$ cat src/rtl/exc_accept_pkg.sv
package exc_accept_pkg;
  localparam int CODE_W    = 4;
  localparam int DEC_KINDS = 5;

  typedef logic [CODE_W-1:0] exc_code_t;

  localparam exc_code_t EXC_NONE    = 4'd0;
  localparam exc_code_t EXC_ITLB    = 4'd1;
  localparam exc_code_t EXC_DEC_LOW = 4'd2;  // first decode kind, others follow
  localparam exc_code_t EXC_DTLB    = 4'd7;

  // Decode kinds share one rank; the lowest set bit is taken.
  function automatic exc_code_t decode_kind(input logic [DEC_KINDS-1:0] kinds);
    exc_code_t c;
    c = EXC_NONE;
    for (int i = DEC_KINDS - 1; i >= 0; i--) begin
      if (kinds[i]) c = exc_code_t'(int'(EXC_DEC_LOW) + i);
    end
    return c;
  endfunction

  // An earlier fault of the same instruction is kept.
  function automatic exc_code_t keep_first(input exc_code_t held, input exc_code_t fresh);
    return (held != EXC_NONE) ? held : fresh;
  endfunction
endpackage

$ cat src/rtl/exc_slot_pipe.sv
module exc_slot_pipe
  import exc_accept_pkg::*;
#(
  parameter int PCW = 32
) (
  input  logic                 clk,
  input  logic                 rst,
  input  logic                 adv,
  input  logic                 flush,
  input  logic                 if_vld,
  input  logic [PCW-1:0]       if_pc,
  input  logic                 if_itlb_miss,
  input  logic [DEC_KINDS-1:0] dec_exc,
  input  logic                 ma_dtlb_miss,
  output logic                 ma_hit,
  output exc_code_t            ma_code,
  output logic [PCW-1:0]       ma_pc,
  output logic                 id_vld,
  output logic [PCW-1:0]       id_pc,
  output logic                 wb_vld,
  output logic [PCW-1:0]       wb_pc
);
  localparam int NSLOT = 3;          // decode, execute, memory access
  localparam int S_ID  = 0;
  localparam int S_MA  = NSLOT - 1;

  typedef struct packed {
    logic           vld;
    logic [PCW-1:0] pc;
    exc_code_t      code;
  } slot_t;

  slot_t slot [NSLOT];
  slot_t slot_eff [NSLOT];
  slot_t fetch_in;
  slot_t wb_q;

  always_comb begin
    fetch_in.vld  = if_vld;
    fetch_in.pc   = if_pc;
    fetch_in.code = (if_vld && if_itlb_miss) ? EXC_ITLB : EXC_NONE;
  end

  // Per-slot tag with the faults detected in that slot merged in.
  for (genvar s = 0; s < NSLOT; s++) begin : g_eff
    always_comb begin
      slot_eff[s] = slot[s];
      if (!slot[s].vld) begin
        slot_eff[s].code = EXC_NONE;
      end else if (s == S_ID) begin
        slot_eff[s].code = keep_first(slot[s].code, decode_kind(dec_exc));
      end else if (s == S_MA) begin
        slot_eff[s].code = keep_first(slot[s].code, ma_dtlb_miss ? EXC_DTLB : EXC_NONE);
      end
    end
  end

  assign ma_hit  = slot_eff[S_MA].code != EXC_NONE;
  assign ma_code = slot_eff[S_MA].code;
  assign ma_pc   = slot[S_MA].pc;
  assign id_vld  = slot[S_ID].vld;
  assign id_pc   = slot[S_ID].pc;
  assign wb_vld  = wb_q.vld;
  assign wb_pc   = wb_q.pc;

  always_ff @(posedge clk) begin
    if (rst || ma_hit || flush) begin
      for (int s = 0; s < NSLOT; s++) slot[s] <= '0;
      wb_q <= '0;
    end else if (adv) begin
      slot[S_ID] <= fetch_in;
      for (int s = 1; s < NSLOT; s++) slot[s] <= slot_eff[s-1];
      wb_q <= slot[S_MA];
    end else begin
      slot[S_ID].code <= slot_eff[S_ID].code;
      wb_q.vld        <= 1'b0;
    end
  end
endmodule

$ cat src/rtl/exc_capture.sv
module exc_capture
  import exc_accept_pkg::*;
#(
  parameter int PCW = 32
) (
  input  logic           clk,
  input  logic           rst,
  input  logic           ma_hit,
  input  exc_code_t      ma_code,
  input  logic [PCW-1:0] ma_pc,
  output logic           flush,
  output logic           exc_vld,
  output exc_code_t      exc_code,
  output logic [PCW-1:0] restart_pc
);
  always_ff @(posedge clk) begin
    if (rst) begin
      flush      <= 1'b0;
      exc_vld    <= 1'b0;
      exc_code   <= EXC_NONE;
      restart_pc <= '0;
    end else begin
      flush   <= ma_hit;
      exc_vld <= ma_hit;
      if (ma_hit) begin
        exc_code   <= ma_code;
        restart_pc <= ma_pc;
      end
    end
  end
endmodule

$ cat src/rtl/exc_accept_unit.sv
module exc_accept_unit
  import exc_accept_pkg::*;
#(
  parameter int PCW = 32
) (
  input  logic                 clk,
  input  logic                 rst,
  input  logic                 adv,
  input  logic                 if_vld,
  input  logic [PCW-1:0]       if_pc,
  input  logic                 if_itlb_miss,
  input  logic [DEC_KINDS-1:0] dec_exc,
  input  logic                 ma_dtlb_miss,
  output logic                 flush,
  output logic                 exc_vld,
  output logic [CODE_W-1:0]    exc_code,
  output logic [PCW-1:0]       restart_pc,
  output logic                 wb_vld,
  output logic [PCW-1:0]       wb_pc
);
  logic           ma_hit;
  exc_code_t      ma_code;
  logic [PCW-1:0] ma_pc;
  logic           id_vld;
  logic [PCW-1:0] id_pc;

  exc_slot_pipe #(.PCW(PCW)) u_pipe (
    .clk(clk), .rst(rst), .adv(adv), .flush(flush),
    .if_vld(if_vld), .if_pc(if_pc), .if_itlb_miss(if_itlb_miss),
    .dec_exc(dec_exc), .ma_dtlb_miss(ma_dtlb_miss),
    .ma_hit(ma_hit), .ma_code(ma_code), .ma_pc(ma_pc),
    .id_vld(id_vld), .id_pc(id_pc),
    .wb_vld(wb_vld), .wb_pc(wb_pc)
  );

  exc_capture #(.PCW(PCW)) u_cap (
    .clk(clk), .rst(rst),
    .ma_hit(ma_hit), .ma_code(ma_code), .ma_pc(ma_pc),
    .flush(flush), .exc_vld(exc_vld), .exc_code(exc_code),
    .restart_pc(restart_pc)
  );
endmodule

$ cat config.mk
export PLATFORM = sky130hd
export DESIGN_NAME = exc_accept_unit
export DESIGN_NICKNAME = d
export VERILOG_FILES = /design/src/rtl/exc_accept_pkg.sv /design/src/rtl/exc_slot_pipe.sv /design/src/rtl/exc_capture.sv /design/src/rtl/exc_accept_unit.sv
export SDC_FILE = /design/constraint.sdc
export NUM_CORES = 1
export LEC_CHECK = 0
export ABC_AREA = 1
export BUFFER_PORTS_ARGS = -buffer_cell sky130_fd_sc_hd__clkbuf_2
export CORE_MARGIN = 2
export CORE_UTILIZATION = 50
export DETAILED_ROUTE_END_ITERATION = 6
export HOLD_SLACK_MARGIN = 0.02
export PLACE_DENSITY_LB_ADDON = 0.1
export SLEW_MARGIN = 20
export SYNTH_ARGS = -nofsm -noshare
export SYNTH_HDL_FRONTEND = slang
export SYNTH_SLANG_ARGS = --single-unit
$ cat constraint.sdc
create_clock -name clk -period 4.6 [get_ports clk]
set_input_delay 0.46 -clock clk [delete_from_list [all_inputs] [get_ports clk]]
set_output_delay 0.46 -clock clk [all_outputs]
set_load 0.01 [all_outputs]
==> qor.tcl <==
set qor(post_synth_main_area_contributors) {sky130_fd_sc_hd__edfxtp_1, sky130_fd_sc_hd__dfxtp_1, sky130_fd_sc_hd__nand2_1, sky130_fd_sc_hd__inv_1, sky130_fd_sc_hd__nor2_1}
set qor(dieWidth_um) 120.2
set qor(pleak_nw) 3.642
set qor(antenna_violating_nets_post_route) 0
set qor(ctsResizeCount) 0
set qor(grt_antenna_before_repair) 0
set qor(unique_cell_type_count_in_the_yosys_netlist) 26
set qor(arrival_ns) 2.68
set qor(yosys_reg_bits) 181
set qor(crit-reg2reg-launch) {u_pipe.slot[2][3]}
set qor(wire_length_per_cell_after_detailed_routing_um) 12.72
set qor(layout_common_cells) {sky130_fd_sc_hd__nand2_1, sky130_fd_sc_hd__inv_1, sky130_fd_sc_hd__nor2_1, sky130_fd_sc_hd__clkbuf_2, sky130_fd_sc_hd__edfxtp_1}
set qor(ff2ff_path_depth) 8
set qor(yosys.area.top_type_share) 0.4938
set qor(detail_route.vias_per_cell) 4.628
set qor(timing.rr.end) {u_pipe.slot[2][28]}
set qor(ios) 114
set qor(gpl.final_weighted_congestion) 0.7457
set qor(fill_cells) 1160
set qor(slew-limit-headroom) 0.3808
set qor(routed-via-count) 4526
set qor(buffer_ports.inserted) 113
set qor(grt_start_max_net_pins) 73
set qor(critical_path.max_fanout) 72
set qor(synthesis.area_per_instance_um2) 9.971
set qor(critical_path.endpoint_type) {flop}
set qor(rows) 42
set qor(number_of_h_tree_branching_levels) 4
set qor(cts_hold_buffers) 0
set qor(clock.fmax_ghz) 0.3874
set qor(dp_hpwl_mm) 7.883
set qor(power_density_cells_nw_per_um2) 457.5
set qor(num-nets-final) 832
set qor(detailedRoute.firstIterationViolations) 272
set qor(placedInstanceArea_um2) 7460
set qor(drc) 0
set qor(clkLatencyLatePin_ns) 0.43
set qor(clock_tree_from_tritoncts) {built}
set qor(drt_wl_total_mm) 12.44
set qor(pre_repair_dr_iteration_count) 4
set qor(num_antenna_cells) 0
set qor(vias_in_the_first_global_route) 4396
set qor(drv.max_cap_violation_count) 0
set qor(synth.largest_area_cell) {sky130_fd_sc_hd__edfxtp_1}
set qor(starting_utilization_of_the_core_area) 0.5118
set qor(ys_warn_count) 0
set qor(dp_worst_setup_slack_ns) 1.602
set qor(fin_hold_ws_ns) 0.3136
set qor(drive_gt1_frac) 0.1970
set qor(reg2reg_slack_ns) 2.02
set qor(tightest_slew_ns) 0.9270
set qor(crit_path_start) {u_pipe.slot[2][3]}
set qor(slew_violations) 0
set qor(worst_slack_ns) 2.019
set qor(grtUsageTotal) 0.1819
set qor(timing.clock.skew_ns) 0.009973
set qor(aggregate_global_routing_overflow) 0
set qor(final_period_minus_worst_setup_slack_ns) 2.581
set qor(critPathCapture) {u_pipe.slot[2][28]}
set qor(start_kind) {flop}
set qor(hold_class) {input pin to flop}
set qor(setup-violations-final) 0
set qor(outcome) {finished, final reports clean}
set qor(finalHoldViolCount) 0
set qor(period_utilization_post_route) 0.5611
set qor(grt_pass1_wl_mm) 20.15
set qor(ys_seq_area_frac) 0.7014
set qor(irDropWorstVdd_mv) 0.2600
set qor(cts_setup_buffers) 0
set qor(critPathRequiredTime_ns) 4.70
set qor(syn-cell-area_um2) 6750
set qor(critPathKind) {flop to flop}
set qor(syn_inst) 677
set qor(final_common_cell) {sky130_fd_sc_hd__nand2_1}
set qor(grt_setup_unrepaired) {no}
set qor(clkSinkCount) 181
set qor(die_h_um) 120.2
set qor(clk_pin_slew_ns) 0.06
set qor(clk_root_buffer_cell) {sky130_fd_sc_hd__clkbuf_16}
set qor(tritoncts.num_buffers) 17
set qor(fp.dieArea_um2) 14450
set qor(final_core_occ) 0.6109
set qor(placeableCoreArea_um2) 13190
set qor(area_growth_syn_to_layout_pct) 19.37
set qor(ctsLongestPathBuffers) 2
set qor(fin_area_um2) 8058
set qor(fin_setup_tns_ns) 0
[logic make-up (layout without fill, tap and decap cells)]
family          count (synthesis)  after routing  share of synthesized area
compound gates                 44             44                    0.03411
buf+inv                       146            268                    0.08619
flops                         181            181                     0.7014
other cells                     1              4                  0.0005555
simple gates                  305            305                     0.1778
[critical path, cell delays in order (launching register included)]
cell	delay, ns
sky130_fd_sc_hd__edfxtp_1	0.38
sky130_fd_sc_hd__nor2_1	0.15
sky130_fd_sc_hd__nand2_1	0.08
sky130_fd_sc_hd__a31oi_2	0.28
sky130_fd_sc_hd__nor2_4	0.11
sky130_fd_sc_hd__nand2_1	0.09
sky130_fd_sc_hd__nor2_2	0.07
sky130_fd_sc_hd__nand2_4	0.67
sky130_fd_sc_hd__buf_4	0.42
[where the power goes]
group / switching [W] / internal [W]
sequential: 0.0000624 / 0.00189
clock: 0.000589 / 0.000844
combinational: 0.000213 / 0.0000906
[worst min-delay path by stage]
stage               cells past startpoint  slack, ns                 start              endpoint
global placement                        2       0.44   u_cap.restart_pc[6]   u_cap.restart_pc[6]
floorplan                               2       0.44    u_pipe.slot[2][29]  u_cap.restart_pc[25]
global route                            2       0.33                   rst     u_cap.exc_code[0]
CTS                                     2       0.29                   rst     u_cap.exc_code[3]
finish                                  2       0.31                   rst     u_cap.exc_code[3]
detailed placement                      2       0.44  u_cap.restart_pc[13]  u_cap.restart_pc[13]
[registers in the layout, summed over array words and instances, names as in the netlist]
name / count
u_cap.restart_pc: 32
u_cap.exc_code: 4
u_pipe.wb_vld: 1
u_cap.exc_vld: 1
u_pipe.slot: 111
u_pipe.wb_pc: 32
[layout make-up]
cell class | instances | area, um2 | area share
Sequential cell | 181 | 4735 | 0.5876
Multi-Input combinational cell | 353 | 1459 | 0.1811
Timing Repair Buffer | 118 | 603.1 | 0.07484
Clock buffer | 22 | 508.0 | 0.06304
Inverter | 118 | 442.9 | 0.05497
Tap cell | 176 | 220.2 | 0.02733
Clock inverter | 10 | 90.09 | 0.01118
[metrics by stage]
stage / instances / power (W)
final: 978 / 0.003687
after detailed placement: 946 / 0.002293
after floorplan: 680 / 0.002180
after global routing: 978 / 0.003830
after global placement: 946 / 0.002280
after CTS: 978 / 0.003720
[cell usage after synthesis]
cell type                    n
sky130_fd_sc_hd__buf_2       9
sky130_fd_sc_hd__buf_1       2
sky130_fd_sc_hd__clkinv_1    1
sky130_fd_sc_hd__edfxtp_1  111
sky130_fd_sc_hd__nand2_1   174
sky130_fd_sc_hd__nor2_4      1
sky130_fd_sc_hd__inv_2       2
sky130_fd_sc_hd__buf_6       2
sky130_fd_sc_hd__nor2_2      1
sky130_fd_sc_hd__nor3_1      6
sky130_fd_sc_hd__inv_1     115
sky130_fd_sc_hd__nand4_1     2
sky130_fd_sc_hd__clkbuf_1   13
sky130_fd_sc_hd__dfxtp_1    70
sky130_fd_sc_hd__a31oi_2     1
sky130_fd_sc_hd__nand2_2     1
sky130_fd_sc_hd__a211oi_1    1
sky130_fd_sc_hd__a21oi_1    37
sky130_fd_sc_hd__buf_4       2
sky130_fd_sc_hd__nand3_1     3
sky130_fd_sc_hd__or2_2       1
sky130_fd_sc_hd__o21ai_0     5
sky130_fd_sc_hd__nand4_4     1
sky130_fd_sc_hd__conb_1      1
sky130_fd_sc_hd__nor2_1    114
sky130_fd_sc_hd__nor3_2      1
[metal layers]
metal | up-vias | routed length, um | global-route usage
li1 | 2301 | - | -
met1 | 2099 | 5402 | 0.2197
met2 | 111 | 6301 | 0.3139
met3 | 15 | 555 | 0.04104
met4 | 0 | 180 | 0.07721
met5 | - | 0 | 0
(Power assumes the default switching activity.)
